`src/rtl/pps_pkg.sv`:
```
package pps_pkg;

    typedef struct packed {
        logic        is_wait;
        logic [7:0]  ms;
        logic [7:0]  idx;
        logic [15:0] val;
    } step_t;

    localparam int STEP_W   = 4;
    localparam int OFF_LAST = 6;
    localparam int ON_LAST  = 14;

    function automatic step_t wr(input logic [7:0] idx, input logic [15:0] val);
        step_t s;
        s.is_wait = 1'b0;
        s.ms      = 8'd0;
        s.idx     = idx;
        s.val     = val;
        return s;
    endfunction

    function automatic step_t dly(input logic [7:0] ms);
        step_t s;
        s.is_wait = 1'b1;
        s.ms      = ms;
        s.idx     = 8'h00;
        s.val     = 16'h0000;
        return s;
    endfunction

    // Steps 0..OFF_LAST form the shut-down part; the power-up script
    // continues through ON_LAST.
    function automatic step_t script_step(input logic [STEP_W-1:0] n);
        case (n)
            4'd0:    return wr(8'h10, 16'h0000);
            4'd1:    return dly(8'd10);
            4'd2:    return wr(8'h11, 16'h0000);
            4'd3:    return wr(8'h12, 16'h0000);
            4'd4:    return dly(8'd40);
            4'd5:    return wr(8'h13, 16'h0000);
            4'd6:    return dly(8'd40);
            4'd7:    return wr(8'h56, 16'h080F);
            4'd8:    return wr(8'h10, 16'h4240);
            4'd9:    return dly(8'd10);
            4'd10:   return wr(8'h11, 16'h0000);
            4'd11:   return wr(8'h12, 16'h0014);
            4'd12:   return dly(8'd40);
            4'd13:   return wr(8'h13, 16'h1319);
            default: return dly(8'd40);
        endcase
    endfunction

    function automatic logic [7:0] start_byte(input logic id, input logic sel);
        return {5'b01110, id, sel, 1'b0};
    endfunction

endpackage

```
`src/rtl/pps_spi_frame.sv`:
```
module pps_spi_frame #(
    parameter int HALF   = 13,
    parameter bit INVERT = 1'b0
) (
    input  logic        clk,
    input  logic        rst_n,
    input  logic        start,
    input  logic [23:0] word,
    output logic        sck,
    output logic        mosi,
    output logic        cs_n,
    output logic        frame_done
);
    localparam int DIV_W = $clog2(HALF + 1);
    localparam int BIT_W = 5;

    typedef enum logic [1:0] {F_IDLE, F_SHIFT, F_GAP} fst_e;

    typedef struct packed {
        fst_e             st;
        logic [23:0]      sh;
        logic [BIT_W-1:0] bit_n;
        logic [DIV_W-1:0] div;
        logic             sck;
        logic             cs_n;
        logic             done;
    } fr_t;

    fr_t         q, d;
    logic [23:0] load_word;

    generate
        if (INVERT) begin : g_inv
            assign load_word = ~word;
        end else begin : g_pass
            assign load_word = word;
        end
    endgenerate

    always_comb begin
        d      = q;
        d.done = 1'b0;
        case (q.st)
            F_IDLE: begin
                if (start) begin
                    d.st    = F_SHIFT;
                    d.sh    = load_word;
                    d.bit_n = '0;
                    d.div   = '0;
                    d.sck   = 1'b0;
                    d.cs_n  = 1'b0;
                end
            end
            F_SHIFT: begin
                if (q.div == DIV_W'(HALF - 1)) begin
                    d.div = '0;
                    if (!q.sck) begin
                        d.sck = 1'b1;
                    end else begin
                        d.sck = 1'b0;
                        if (q.bit_n == BIT_W'(23)) begin
                            d.st = F_GAP;
                        end else begin
                            d.bit_n = q.bit_n + 1'b1;
                            d.sh    = {q.sh[22:0], 1'b0};
                        end
                    end
                end else begin
                    d.div = q.div + 1'b1;
                end
            end
            F_GAP: begin
                if (q.div == DIV_W'(HALF - 1)) begin
                    d.div = '0;
                    if (!q.cs_n) begin
                        d.cs_n = 1'b1;
                    end else begin
                        d.st   = F_IDLE;
                        d.done = 1'b1;
                    end
                end else begin
                    d.div = q.div + 1'b1;
                end
            end
            default: d.st = F_IDLE;
        endcase
    end

    always_ff @(posedge clk or negedge rst_n) begin
        if (!rst_n) begin
            q      <= '0;
            q.st   <= F_IDLE;
            q.cs_n <= 1'b1;
        end else begin
            q <= d;
        end
    end

    assign sck        = q.sck;
    assign cs_n       = q.cs_n;
    assign mosi       = q.cs_n ? 1'b0 : q.sh[23];
    assign frame_done = q.done;

    // Cycles since the last serial clock toggle, for the rate check.
    logic [7:0] ph_cnt_q;
    always_ff @(posedge clk or negedge rst_n) begin
        if (!rst_n) begin
            ph_cnt_q <= '0;
        end else if (q.sck != d.sck) begin
            ph_cnt_q <= '0;
        end else if (ph_cnt_q != 8'hFF) begin
            ph_cnt_q <= ph_cnt_q + 1'b1;
        end
    end

    a_r2_min_phase: assert property (@(posedge clk) disable iff (!rst_n)
        (sck != $past(sck)) |-> ($past(ph_cnt_q) >= 8'(HALF - 1)));

    a_r3_idle_sck_low: assert property (@(posedge clk) disable iff (!rst_n)
        cs_n |-> !sck);

    a_r3_mosi_hold_high: assert property (@(posedge clk) disable iff (!rst_n)
        (sck && $past(sck)) |-> $stable(mosi));

    a_r3_start_when_idle: assert property (@(posedge clk) disable iff (!rst_n)
        start |-> cs_n);

endmodule

```
`src/rtl/pps_ms_timer.sv`:
```
module pps_ms_timer #(
    parameter int TICKS_PER_MS = 100000,
    parameter int MS_W         = 8
) (
    input  logic            clk,
    input  logic            rst_n,
    input  logic            start,
    input  logic [MS_W-1:0] ms,
    output logic            expired
);
    localparam int PRE_W = (TICKS_PER_MS > 1) ? $clog2(TICKS_PER_MS) : 1;

    typedef struct packed {
        logic             run;
        logic [PRE_W-1:0] pre;
        logic [MS_W-1:0]  left;
        logic             fire;
    } tm_t;

    tm_t q, d;

    always_comb begin
        d      = q;
        d.fire = 1'b0;
        if (start) begin
            d.run  = 1'b1;
            d.pre  = '0;
            d.left = ms;
        end else if (q.run) begin
            if (q.pre == PRE_W'(TICKS_PER_MS - 1)) begin
                d.pre = '0;
                if (q.left <= MS_W'(1)) begin
                    d.run  = 1'b0;
                    d.fire = 1'b1;
                end else begin
                    d.left = q.left - 1'b1;
                end
            end else begin
                d.pre = q.pre + 1'b1;
            end
        end
    end

    always_ff @(posedge clk or negedge rst_n) begin
        if (!rst_n) q <= '0;
        else        q <= d;
    end

    assign expired = q.fire;

    a_r7_start_while_idle: assert property (@(posedge clk) disable iff (!rst_n)
        start |-> !q.run);

    a_r7_fire_ends_run: assert property (@(posedge clk) disable iff (!rst_n)
        expired |-> !q.run);

endmodule

```
`src/rtl/panel_power_seq.sv`:
```
module panel_power_seq #(
    parameter int CLK_HZ       = 100_000_000,
    parameter int SCK_MAX_HZ   = 4_000_000,
    parameter int TICKS_PER_MS = CLK_HZ / 1000,
    parameter bit DEV_ID       = 1'b1,
    parameter bit INVERT_TX    = 1'b0
) (
    input  logic clk,
    input  logic rst_n,
    input  logic req_valid,
    input  logic req_on,
    output logic sck,
    output logic mosi,
    output logic cs_n,
    output logic busy,
    output logic done
);
    import pps_pkg::*;

    localparam int HALF = (CLK_HZ + 2 * SCK_MAX_HZ - 1) / (2 * SCK_MAX_HZ);
    localparam int MS_W = 8;

    typedef enum logic [2:0] {
        P_IDLE, P_LOAD, P_IDX, P_DATA, P_WAIT, P_NEXT, P_FINISH
    } pst_e;

    typedef struct packed {
        pst_e              st;
        logic [STEP_W-1:0] step;
        logic [STEP_W-1:0] last;
        logic              target;
        logic              on;
        logic              fr_start;
        logic [23:0]       word;
        logic              tmr_start;
        logic [MS_W-1:0]   ms;
    } ctl_t;

    ctl_t  q, d;
    step_t cur;
    logic  fr_done;
    logic  tmr_expired;

    always_comb begin
        d           = q;
        d.fr_start  = 1'b0;
        d.tmr_start = 1'b0;
        cur         = script_step(q.step);
        case (q.st)
            P_IDLE: begin
                if (req_valid && (req_on != q.on)) begin
                    d.st     = P_LOAD;
                    d.step   = '0;
                    d.last   = req_on ? STEP_W'(ON_LAST) : STEP_W'(OFF_LAST);
                    d.target = req_on;
                end
            end
            P_LOAD: begin
                if (cur.is_wait) begin
                    d.tmr_start = 1'b1;
                    d.ms        = cur.ms;
                    d.st        = P_WAIT;
                end else begin
                    d.fr_start = 1'b1;
                    d.word     = {start_byte(DEV_ID, 1'b0), 8'h00, cur.idx};
                    d.st       = P_IDX;
                end
            end
            P_IDX: begin
                if (fr_done) begin
                    d.fr_start = 1'b1;
                    d.word     = {start_byte(DEV_ID, 1'b1), cur.val};
                    d.st       = P_DATA;
                end
            end
            P_DATA: begin
                if (fr_done) d.st = P_NEXT;
            end
            P_WAIT: begin
                if (tmr_expired) d.st = P_NEXT;
            end
            P_NEXT: begin
                if (q.step == q.last) begin
                    d.st = P_FINISH;
                end else begin
                    d.step = q.step + 1'b1;
                    d.st   = P_LOAD;
                end
            end
            P_FINISH: begin
                d.on = q.target;
                d.st = P_IDLE;
            end
            default: d.st = P_IDLE;
        endcase
    end

    always_ff @(posedge clk or negedge rst_n) begin
        if (!rst_n) begin
            q    <= '0;
            q.st <= P_IDLE;
        end else begin
            q <= d;
        end
    end

    pps_spi_frame #(
        .HALF   (HALF),
        .INVERT (INVERT_TX)
    ) u_frame (
        .clk        (clk),
        .rst_n      (rst_n),
        .start      (q.fr_start),
        .word       (q.word),
        .sck        (sck),
        .mosi       (mosi),
        .cs_n       (cs_n),
        .frame_done (fr_done)
    );

    pps_ms_timer #(
        .TICKS_PER_MS (TICKS_PER_MS),
        .MS_W         (MS_W)
    ) u_timer (
        .clk     (clk),
        .rst_n   (rst_n),
        .start   (q.tmr_start),
        .ms      (q.ms),
        .expired (tmr_expired)
    );

    assign busy = (q.st != P_IDLE);
    assign done = (q.st == P_FINISH);

    a_r10_frame_inside_busy: assert property (@(posedge clk) disable iff (!rst_n)
        !cs_n |-> busy);

    a_r11_done_single: assert property (@(posedge clk) disable iff (!rst_n)
        done |=> !done);

    a_r8_same_state_ignored: assert property (@(posedge clk) disable iff (!rst_n)
        (!busy && req_valid && (req_on == q.on)) |=> !busy);

    a_r9_state_moves_at_end: assert property (@(posedge clk) disable iff (!rst_n)
        (q.on != $past(q.on)) |-> $past(done));

    a_r10_no_restart_busy: assert property (@(posedge clk) disable iff (!rst_n)
        (busy && q.st != P_NEXT) |=> ($stable(q.step) || $past(q.st) == P_NEXT));

endmodule

```
`config.mk`:
```
export PLATFORM = sky130hd
export DESIGN_NAME = panel_power_seq
export DESIGN_NICKNAME = d
export VERILOG_FILES = /design/src/rtl/pps_pkg.sv /design/src/rtl/pps_spi_frame.sv /design/src/rtl/pps_ms_timer.sv /design/src/rtl/panel_power_seq.sv
export SDC_FILE = /design/constraint.sdc
export NUM_CORES = 1
export LEC_CHECK = 0
export BUFFER_PORTS_ARGS = -buffer_cell sky130_fd_sc_hd__buf_2
export CAP_MARGIN = 40
export CORE_MARGIN = 1
export CORE_UTILIZATION = 43
export CTS_CLUSTER_DIAMETER = 200
export DETAILED_ROUTE_END_ITERATION = 6
export SYNTH_ARGS = -nofsm -noshare
export SYNTH_HDL_FRONTEND = slang
export SYNTH_SLANG_ARGS = --single-unit
export TNS_END_PERCENT = 20
```
`constraint.sdc`:
```
create_clock -name clk -period 2.3 [get_ports clk]
set_clock_uncertainty 0.1 [all_clocks]
set_input_delay 0.115 -clock clk [delete_from_list [all_inputs] [get_ports clk]]
set_output_delay 0.115 -clock clk [all_outputs]
set_load 0.02 [all_outputs]
```
* Word level (Yosys, flattened, before mapping) *
Memories as Yosys holds them, arrays and structs flattened.
Cells that the tools add are included.

storage, ports and cells
  bits of input ports = 4
  register bits = 112
  word-level logic and storage cells = 120
  memories = 1
  output and inout bits = 5
  bits in read-only memories = 320

memories
  name              depth  bits a word  read ports  clocked after memory_dff  write ports  line           text
  (name not given)  16     20           1           0                         0            pps_pkg.sv:35  case (n)

cells by class
  eq/ne operators = 27
  reductions and logical operators = 23
  $lt $le $gt $ge = 1
  mux-type cells = 43
  add/subtract/negate cells = 5

operators with widths
  cell                                                   number
  two-way mux 31 bit                                     2
  case mux 29 bit (2 select lines)                       1
  two-way mux 25 bit                                     2
  case mux 25 bit (2 select lines)                       1
  two-way mux 37 bit                                     1
  two-way mux 29 bit                                     1
  two-way mux 27 bit                                     1
  two-way mux 9 bit                                      3
  two-way mux 26 bit                                     1
  case mux 3 bit (6 select lines)                        1
  adder 17 x 1 -> 17 bit, second input constant          1
  == test 17 bit, second input constant                  1
  two-way mux 17 bit                                     1
  inequality test 2 x 1 -> 1 bit, second input constant  8
  case mux 4 bit (2 select lines)                        2
  two-way mux 3 bit                                      5
  AND reduction 3 bit                                    5
  nonzero test 2 bit                                     7
  two-way mux 12 bit                                     1
  two-way mux 4 bit                                      3
  inequality test 2 bit, second input constant           6
  == test 3 bit, second input constant                   3
  two-way mux 1 bit                                      9
  adder 4 x 1 -> 4 bit, second input constant            2
  other kinds (24)                                       31

* Logic depth before layout (Yosys ltp) *
Gate-level depths: netlist of run 1.

  depth after elaboration = 5
  mapped depth = 8
  gate-level depth less buffers = 7

* By module *
From an unflattened synthesis of run 1, not the netlist that was laid out.

unflattened totals
  cell total of the unflattened synthesis = 522
  area, all modules = 5,126.2 sq um

by module, submodules not included
  module           times used  area an instance (sq um)  cells an instance
  pps_spi_frame    1           2,035.7                   202
  pps_ms_timer     1           1,601.5                   178
  panel_power_seq  1           1,488.9                   142

* Worst setup path after synthesis of run 1 *
OpenSTA, ideal clock, no wires.

  path type = reg2reg
  start point = register u_frame.q[3] (netlist bit)
  end point = register u_frame.q[21] (netlist bit)
  data required time = 2.075 ns
  path slack = 0.039 ns
  clock period less this slack = 2.261 ns
  stages on the path, launching flop included = 9
  setup time = 0.125 ns
  arrival time = 2.037 ns
  path buffers = 2
  path through = dfrtp_1 -> inv_1 -> ha_1 -> and3_1 -> a31oi_1 -> nand2b_1 -> buf_2 -> buf_2 -> mux2_2

on the way
  word-level cells in the longest chain between the ends = 3

RTL lines
  item                                      line                 text
  start, declared                           pps_spi_frame.sv:29  fr_t q, d;
  == test 4 bit                             pps_spi_frame.sv:55  if (q.div == DIV_W'(HALF - 1)) begin
  inequality test 2 x 1 -> 1 bit (no line)  --
  AND reduction 5 bit (no line)             --

No other way between the ends.
A chain may end at the register's enable or synchronous reset.

* Worst setup path after layout of run 1 *
  start point = register u_timer.q[5] (netlist bit)
  end point = register u_timer.q[4] (netlist bit)

on the way
  word-level cells in the longest chain between the ends = 3

RTL lines
  item                             line                text
  start, declared                  pps_ms_timer.sv:20  tm_t q, d;
  start signal, assigned           pps_ms_timer.sv:45  if (!rst_n) q <= '0;
  start signal, assigned           pps_ms_timer.sv:46  else q <= d;
  <= comparator 8 x 1 -> 1 bit     pps_ms_timer.sv:32  if (q.left <= MS_W'(1)) begin
  inequality test 2 bit (no line)  --
  AND reduction 3 bit (no line)    --

No other way between the ends.

==> results of run 1 <==
cell families (layout without fill, tap and decap cells):
logic type / count (synthesis) / count (layout) / synth area share
xor+xnor: 4 / 4 / 0.00726
fa+ha+maj: 16 / 16 / 0.0415
mux: 35 / 35 / 0.0799
buf+inv: 49 / 78 / 0.0449
compound gates: 116 / 116 / 0.163
simple gates: 166 / 166 / 0.185
flops: 92 / 92 / 0.478
cell usage in the layout, fill, tap and decap left out, types with 5 or more instances in the layout:
cell type | Yosys | routed
ha_1 | 16 | 16
nor2b_1 | 6 | 6
o31ai_1 | 6 | 6
clkbuf_8 | 1 | 9
a31oi_1 | 21 | 21
nand3_1 | 15 | 15
nand2b_1 | 7 | 7
nand2_1 | 48 | 48
buf_4 | 2 | 29
mux2_2 | 28 | 28
or3_1 | 9 | 9
o22ai_1 | 5 | 5
nand4_1 | 12 | 12
o211ai_1 | 5 | 5
inv_1 | 21 | 21
a21oi_1 | 20 | 20
nor2_1 | 20 | 20
mux2i_1 | 7 | 6
dfrtp_1 | 91 | 91
o21ai_0 | 19 | 19
or4_1 | 8 | 8
nor3_1 | 9 | 9
a22o_1 | 10 | 10
and3_1 | 5 | 5
buf_2 | 6 | 7
through the flow:
step,cell area (um2),util,std cells,setup slack [ps]
finish,5380,0.494,647,166
global route,5380,0.494,647,54.0
CTS,5380,0.494,647,128
detailed placement,5170,0.475,629,165
global placement,5170,0.475,629,217
floorplan,4820,-,478,38.6
final timing paths:
kind                                          start  slack, ps  cells after the start                   endpoint
max reg2reg                u_timer.q[5]$_DFFE_PN0P_        170                      5   u_timer.q[4]$_DFFE_PN0P_
min                                           rst_n         50                      2   u_frame.q[3]$_DFFE_PN0P_
max in group asynchronous                     rst_n       1350                      3  u_timer.q[10]$_DFFE_PN0P_
min reg2reg                        q[3]$_DFFE_PN0P_        380                      1           q[3]$_DFFE_PN0P_
min in group clk                          req_valid        110                      3          q[38]$_DFFE_PN0P_
max                        u_timer.q[5]$_DFFE_PN0P_        170                      5   u_timer.q[4]$_DFFE_PN0P_
layer usage:
layer / global-route usage / routed length, um / up-vias
li1: - / - / 1822
met1: 0.260 / 4980 / 1833
met2: 0.281 / 4430 / 46
met3: 0.0381 / 253 / 15
met4: 0.0793 / 155 / 0
met5: 0 / 0 / -
what timing repair did:
| action | 4_1_cts | 5_1_grt |
|---|---|---|
| hold endpoints to repair | 92 | 0 |
| hold buffers | 2 | 0 |
| endpoints found under the setup margin | 0 | 4 |
| resized for setup | 0 | 1 |
flip-flops by register name (all words and copies together), names as in the netlist:
signal / cells
u_frame.sck: 1
u_timer.q: 26
u_frame.frame_done: 1
q: 27
u_timer.expired: 1
u_frame.q: 35
u_frame.cs_n: 1
final cells by class:
| cell class | count | share of cell area |
|---|---|---|
| multi-input cells | 337 | 0.429 |
| clock inverters | 4 | 0.00953 |
| inverters | 21 | 0.0146 |
| repair buffers | 41 | 0.0618 |
| well taps | 140 | 0.0325 |
| clock buffers | 12 | 0.0251 |
| flip-flops and latches | 92 | 0.428 |
report_power, final:
group	internal, mW	leakage (nW)	switching [mW]
clock	0.507	0.0910	0.583
combinational	0.0117	1.16	0.0335
sequential	1.62	1.17	0.00147
total	2.14	2.42	0.618
==> impl_metrics.tcl, run 1 <==
set metrics [dict create \
    num_rows 38 \
    async_flop_share 1.00 \
    ys.flop_type "dfrtp_1" \
    syn_nets 498 \
    drive_gt1_frac 0.176 \
    slew_viol_final 0 \
    whs_ps 46.1 \
    fill_cells 1013 \
    drtAntennaViolNets 0 \
    grt_start_max_net_pins 45 \
    drc 0 \
    avgSynthCellArea_um2 10.1 \
    worst_pin_slew_ps 605 \
    grt_pass1_vias 3480 \
    drt_iter0_drc 246 \
    clk_path_buf_depth 2 \
    rsz0062_at_grt "false" \
    crit_path_top_delay_cell "or4_1" \
    required_ps 2430 \
    fmax_ghz 0.469 \
    dieArea_um2 11600 \
    synth_area_um2 4820 \
    fin_crit_ps 2130 \
    vias_per_cell 5.74 \
    cts_tree "done" \
    max_stage_delay_ps 530 \
    drt_wl_total_mm 9.82 \
    antenna_found_initial 0 \
    slew_headroom 0.596 \
    die_x_um 108 \
    place.gp.congestion 0.819 \
    status "complete, no violations" \
    final_nets 522 \
    vias 3716 \
    worstSetupPathType "reg -> reg" \
    cpLargestDelayFamily "simple AND/OR/NAND/NOR gates" \
    yosys-top-cells-count "91 x dfrtp_1, 48 x nand2_1, 28 x mux2_2, 21 x a31oi_1, 21 x inv_1" \
    clock-sinks 92 \
    path_max_fanout 6 \
    grt_pass1_wl_mm 16.8 \
    syn_to_final_growth_pct 11.6 \
    diodes 0 \
    cp_cell_sequence "or4_1, buf_4, or3_2, a21boi_0, o22ai_1" \
    grtUsageTotal 0.186 \
    min_period_over_period 0.928 \
    yosysMostFrequentCell "dfrtp_1" \
    synth_cells 478 \
    root_buffer "clkbuf_8" \
    ys_ff_latch 92 \
    worst_ir_drop_vdd_mv 0.341 \
    power_density_nw_per_um2 512 \
    synth_top_area_share 0.472 \
    cap_viol_max_count 0 \
    ios 9 \
    start_util 0.443 \
    yosys.area.top_type "dfrtp_1" \
    grt-ovfl-total 0 \
    synth.top_cells.by_area "dfrtp_1 47%, mux2_2 6.5%, ha_1 4.2%" \
    finalSetupViolCount 0 \
    power.leakage_nw 2.42 \
    path_clk_slew_ps 100 \
    clk_latency_ps 370 \
    cp-end-kind "register" \
    synth.distinct_cells 63 \
    power_mw 2.75 \
    ys_warn_count 0 \
    ff_latch_area_um2 2300 \
    hold_path_class "in -> async" \
    critPathLaunchType "register" \
    first_pass_iters 4 \
    cts_buffers 9 \
    arrival_ps 2270 \
    routedWlPerCell_um 15.2 \
    hold_violations 0 \
    multi_input_area_um2 2310 \
    portBuffers 8 \
    post-dp-hpwl_mm 6.85 \
    path_buf_inv 1 \
    totalNegativeSetupSlack_ps 0 \
    core_area_um2 10900 \
    seq_area_frac_synth 0.478 \
    synth_enable_flop_cells 0 \
    ctsHtreeMaxLevel 3 \
    dieHeight_um 108 \
    cts_setup_buffers 0 \
]
(Power assumes the default switching activity.)
==> inputs of run 2 (changes only) <==
clock period = 2 ns   (was 2.3 ns; I/O delays follow)
==> run 2 against run 1 <==
The run now ends with negative setup slack left. Total power grew 25%. Routed wire length rose by 4.7%. Clock power increased by 41%. Largest power group unchanged.
==> impl_metrics.tcl, run 2 (synthesized netlist as in run 1, its figures left out) <==
set metrics [dict create \
    grt_pass1_vias 3696 \
    power_mw 3.45 \
    start_util 0.443 \
    rrSetupSlack_ps -80 \
    clk_path_buf_depth 2 \
    fin_crit_ps 2080 \
    root_buffer "clkbuf_8" \
    drive_gt1_frac 0.250 \
    diodes 0 \
    max_stage_delay_ps 540 \
    whs_ps 89.8 \
    finalSetupViolCount 1 \
    arrival_ps 2280 \
    path_buf_inv 0 \
    critPathLaunchType "register" \
    dieHeight_um 108 \
    required_ps 2200 \
    cp-end-kind "register" \
    worstSetupPathType "reg -> reg" \
    top_regs "u_frame.q: 35 flops, q: 27 flops, u_timer.q: 26 flops" \
    grt_pass1_wl_mm 17.5 \
    cts_buffers 9 \
    largest_reg_flops 35 \
    slew_headroom 0.638 \
    final_nets 551 \
    fin_cells 676 \
    hold_violations 0 \
    largest_register "u_frame.q" \
    dpl.cell_count 656 \
    crit_path_top_delay_cell "or4_4" \
    fin_ws_ps -80.8 \
    grtUsageTotal 0.192 \
    rsz0062_at_grt "true" \
    fmax_ghz 0.481 \
    path_clk_slew_ps 90 \
    cp_cell_sequence "or4_4, or4_4, or4_4, a21oi_2" \
    antenna_found_initial 0 \
    power.leakage_nw 2.60 \
    cap_viol_max_count 0 \
    drt_iter0_drc 190 \
    r2r-start "u_timer.q[6]$_DFFE_PN0P_" \
    final_common_cell "dfrtp_1" \
    portBuffers 8 \
    cp_common_cell "or4_4" \
    path_max_fanout 2 \
    hold_path_class "in -> reg" \
    die_x_um 108 \
    ff_latch_area_um2 2300 \
    post-dp-hpwl_mm 7.23 \
    drc 0 \
    fill_cells 994 \
    core_area_um2 10900 \
    ctsHtreeMaxLevel 3 \
    min_period_over_period 1.04 \
    multi_input_area_um2 2390 \
    grt-ovfl-total 0 \
    status "complete, but fails checks" \
    clock-sinks 92 \
    slew_viol_final 0 \
    syn_to_final_growth_pct 19.1 \
    ios 9 \
    hold_start "req_valid" \
    worst_ir_drop_vdd_mv 0.555 \
    dieArea_um2 11600 \
    violations "negative setup slack" \
    drtAntennaViolNets 0 \
    vias_per_cell 5.70 \
    vias 3851 \
    clk_latency_ps 370 \
    power_density_nw_per_um2 601 \
    grt_start_max_net_pins 44 \
    first_pass_iters 4 \
    cpLargestDelayFamily "simple AND/OR/NAND/NOR gates" \
    routedWlPerCell_um 15.2 \
    critical_path.startpoint "u_timer.q[6]$_DFFE_PN0P_" \
    num_rows 38 \
    cts_tree "done" \
    place.gp.congestion 0.874 \
    drt_wl_total_mm 10.3 \
    final_cell_mix "91 x dfrtp_1, 55 x buf_4, 48 x nand2_1" \
    worst_pin_slew_ps 539 \
]
==> run 2: changes by cell type in the layout (fill, tap and decap cells not counted), moves of 3 or more <==
cell      before  now
or4_4          0    3
clkbuf_1       3    0
or4_1          8    5
buf_4         29   55
==> run 2: tightest hold or removal path: stages <==
cell and delay (ps):
buf_2 90, or3b_2 270, nand2b_1 70
==> run 2: worst paths after layout <==
path	depth (start not counted)	endpoint
max	4	u_timer.q[8]$_DFFE_PN0P_
min	3	q[38]$_DFFE_PN0P_
max reg2reg	4	u_timer.q[8]$_DFFE_PN0P_
min reg2reg	1	q[18]$_DFFE_PN0P_
max in group asynchronous	3	u_frame.cs_n$_DFFE_PN1P_
min in group asynchronous	2	u_frame.q[5]$_DFFE_PN0P_
==> run 2: per-stage QoR <==
stage | worst slack [ps] | utilization | setup TNS (ps) | instance area [um2]
2_1_floorplan | -136 | - | -1010 | 4850
3_3_place_gp | -45.7 | 0.496 | -76.6 | 5400
3_5_place_dp | -99.1 | 0.496 | -221 | 5400
4_1_cts | -90.7 | 0.521 | -90.7 | 5670
5_1_grt | -119 | 0.528 | -432 | 5750
6_report | -80.8 | 0.528 | -80.8 | 5750
==> run 2: timing repair <==
action                     in CTS  in global routing
setup endpoints to repair       3                 34
resized for setup               4                 17
cloned                          0                  1
buffers inserted                0                  1
pin swaps                       1                  2
hold endpoints to repair       92                  0
hold buffers                    2                  0
==> run 2: report_power, final <==
group / total (mW) / internal (mW) / switching [mW]
Sequential: 1.86 / 1.86 / 0.00159
Clock: 1.54 / 0.836 / 0.702
Combinational: 0.0527 / 0.0134 / 0.0393
==> run 2: metal layers <==
| layer | vias to the layer above | GRT usage | share of wire |
|---|---|---|---|
| li1 | 1881 | - | - |
| met5 | - | 0 | 0 |
| met3 | 11 | 0.0424 | 0.026 |
| met1 | 1906 | 0.255 | 0.49 |
| met4 | 0 | 0.0616 | 0.012 |
| met2 | 53 | 0.311 | 0.47 |
==> run 2: cell type report <==
| class | count | share of cell area |
|---|---|---|
| clock buffer | 9 | 0.0216 |
| multi-input combinational | 337 | 0.415 |
| clock inverter | 7 | 0.0213 |
| tap | 140 | 0.0305 |
| inverter | 21 | 0.0137 |
| timing repair buffer | 70 | 0.0967 |
| sequential | 92 | 0.401 |
==> inputs of run 3 (changes only) <==
--- a/config.mk
+++ b/config.mk
@@ -15,2 +15,3 @@
 export SYNTH_HDL_FRONTEND = slang
+export SYNTH_HIERARCHICAL = 1
 export SYNTH_SLANG_ARGS = --single-unit
--- a/constraint.sdc
+++ b/constraint.sdc
@@ -4,2 +4,2 @@
 set_output_delay 0.1 -clock clk [all_outputs]
-set_load 0.02 [all_outputs]
+set_load 0.05 [all_outputs]
==> run 3 against run 2 <==
The flow finishes with violations (design-rule violations). Core utilization increased by 0.41 points. Setup slack gained 120 ps. Die area grew 6.2%. First-iteration DRC count increased by 47%. Cell area increased by 6.6%. Register-to-register slack improved by 120 ps. Maximum frequency is 6.3% higher. Hold slack improved by 60 ps. Clock-buffer cell count is 5 higher. Sequential share of layout area decreased by 2.5 points. Cell count up 7.8%. Critical endpoint is now u_timer/q[26]$_DFF_PN0_. Highest routed layer unchanged.
==> impl_metrics.tcl, run 3 <==
set metrics [dict create \
    status "complete, but fails checks" \
    violations "design-rule violations" \
    portBuffers 8 \
    yosysMostFrequentCell "dfrtp_1" \
    critPathLaunchType "register" \
    cp-end-kind "register" \
    power_density_nw_per_um2 598 \
    ys_warn_count 6 \
    rsz0062_at_grt "true" \
    post-dp-hpwl_mm 7.85 \
    totalNegativeSetupSlack_ps 0 \
    ys_ff_latch 92 \
    post-route-util 0.532 \
    placed_area_um2 5620 \
    cts_buffers 9 \
    die_x_um 111 \
    max_stage_delay_ps 420 \
    arrival_ps 2100 \
    drtAntennaViolNets 0 \
    final_common_cell "dfrtp_1" \
    routedWlPerCell_um 16.1 \
    synth_cells 522 \
    yosys-top-cells-count "91 x dfrtp_1, 47 x o22ai_1, 33 x a21oi_1, 33 x nand2_1, 28 x a31oi_1" \
    final_cell_mix "90 x dfrtp_1, 48 x buf_4, 47 x o22ai_1" \
    clk_path_buf_depth 2 \
    synth_top_area_share 0.444 \
    synthAdderAreaFrac 0.0415 \
    min_period_over_period 0.978 \
    path_clk_slew_ps 70 \
    cap_viol_max_count 0 \
    synth_top_family_by_area "compound AO/OA/AOI/OAI gates" \
    async_flop_share 1.00 \
    slew_viol_final 0 \
    fmax_ghz 0.511 \
    synth_simple_gate_area_frac 0.177 \
    power.leakage_nw 2.70 \
    clock-sinks 92 \
    ios 9 \
    root_buffer "clkbuf_16" \
    largest_reg_flops 35 \
    hold_violations 0 \
    ctsHtreeMaxLevel 3 \
    first_pass_iters 7 \
    clk_latency_ps 350 \
    grt_start_max_net_pins 38 \
    synth_area_um2 5130 \
    avgSynthCellArea_um2 9.82 \
    dieHeight_um 111 \
    synth.top_cells.by_area "dfrtp_1 44%, o22ai_1 5.7%, ha_1 4.1%" \
    grtUsageTotal 0.203 \
    final_nets 602 \
    drt_iter0_drc 280 \
    seq_area_frac_synth 0.449 \
    vias 4264 \
    worst_ir_drop_vdd_mv 0.360 \
    muxShareOfSynthArea 0.0403 \
    syn_to_final_growth_pct 19.5 \
    drc 2 \
    antenna_found_initial 0 \
    cts_tree "done" \
    whs_ps 150 \
    num_rows 39 \
    top_regs "u_frame/q: 35 flops, q: 27 flops, u_timer/q: 26 flops" \
    fin_area_um2 6130 \
    start_util 0.445 \
    largest_register "u_frame/q" \
    fin_cells 729 \
    vias_per_cell 5.85 \
    dieArea_um2 12400 \
    cp_cell_sequence "nor4_4, nand4_1, buf_6, buf_12, or4_4, a21o_1" \
    synth.distinct_cells 74 \
    drive_gt1_frac 0.208 \
    ys.flop_type "dfrtp_1" \
    required_ps 2140 \
    worstSetupPathType "reg -> reg" \
    yosys.area.top_type "dfrtp_1" \
    place.gp.congestion 0.863 \
    core_area_um2 11500 \
    grt_pass1_vias 4128 \
    path_max_fanout 5 \
    drt_wl_total_mm 11.8 \
    hold_path_class "in -> async" \
    crit_path_top_delay_cell "dfrtp_1" \
    synth_compound_area_frac 0.230 \
    synth_xor_area_frac 0.00854 \
    diodes 0 \
    grt_pass1_wl_mm 20.4 \
    synth_enable_flop_cells 0 \
    finalSetupViolCount 0 \
    dpl.cell_count 704 \
    fin_crit_ps 1960 \
    grt-ovfl-total 0 \
]
run 3: report_power, final:
| group | switching (mW) | total [mW] | internal, mW |
|---|---|---|---|
| Combinational | 0.0522 | 0.0795 | 0.0273 |
| Clock | 0.718 | 1.70 | 0.982 |
| Sequential | 0.0102 | 1.88 | 1.87 |
| Total | 0.781 | 3.66 | 2.88 |
run 3: repair_timing:
item / in CTS / in global routing
setup buffers: 5 / 1
pin swaps: 7 / 14
hold buffers: 2 / 0
cloned: 2 / 0
setup endpoints to repair: 5 / 30
hold endpoints to repair: 34 / 0
gates resized for setup: 4 / 22
run 3: stage by stage:
stage               total power [mW]  worst slack (ps)
finish                          3.66              43.1
global route                    3.78             -90.9
CTS                             3.69              19.9
detailed placement              1.99             -17.5
global placement                1.99              2.13
floorplan                       1.94              74.1
run 3: layout make-up:
cell class | count | area (um2)
Clock buffer | 14 | 284
Timing Repair Buffer | 63 | 534
Tap cell | 143 | 179
Fill cell | 1043 | 5390
Inverter | 26 | 101
Clock inverter | 2 | 16.3
Multi-Input combinational cell | 389 | 2710
Sequential cell | 92 | 2300
run 3: worst max-delay path: cells and delay by family, from the launching register on:
kind            cells  cell delay (ps)
flops               1              420
compound gates      1              170
simple gates        3              880
buf+inv             2              290
run 3: logic make-up after synthesis:
family | count (synthesis)
buf+inv | 53
compound gates | 179
fa+ha+maj | 17
xor+xnor | 5
other cells | 1
flops | 92
mux | 17
simple gates | 158
run 3: per-layer routing:
metal | routed length, um | global-route usage
met1 | 5580 | 0.278
met2 | 5730 | 0.325
met3 | 260 | 0.0284
met4 | 184 | 0.0802
met5 | 0 | 0
run 3: final timing paths:
kind,from,endpoint,slack (ps),depth (start not counted)
max reg2reg,u_timer/q[21]$_DFFE_PN0P_,u_timer/q[26]$_DFF_PN0_,40,6
min,rst_n,u_frame/q[5]$_DFFE_PN0P_,150,2
min in group clk,req_valid,q[38]$_DFFE_PN0P_,170,4
max in group asynchronous,rst_n,u_timer/q[1]$_DFFE_PN0P_,950,3
max,u_timer/q[21]$_DFFE_PN0P_,u_timer/q[26]$_DFF_PN0_,40,6
min reg2reg,q[3]$_DFFE_PN0P_,q[3]$_DFFE_PN0P_,380,1
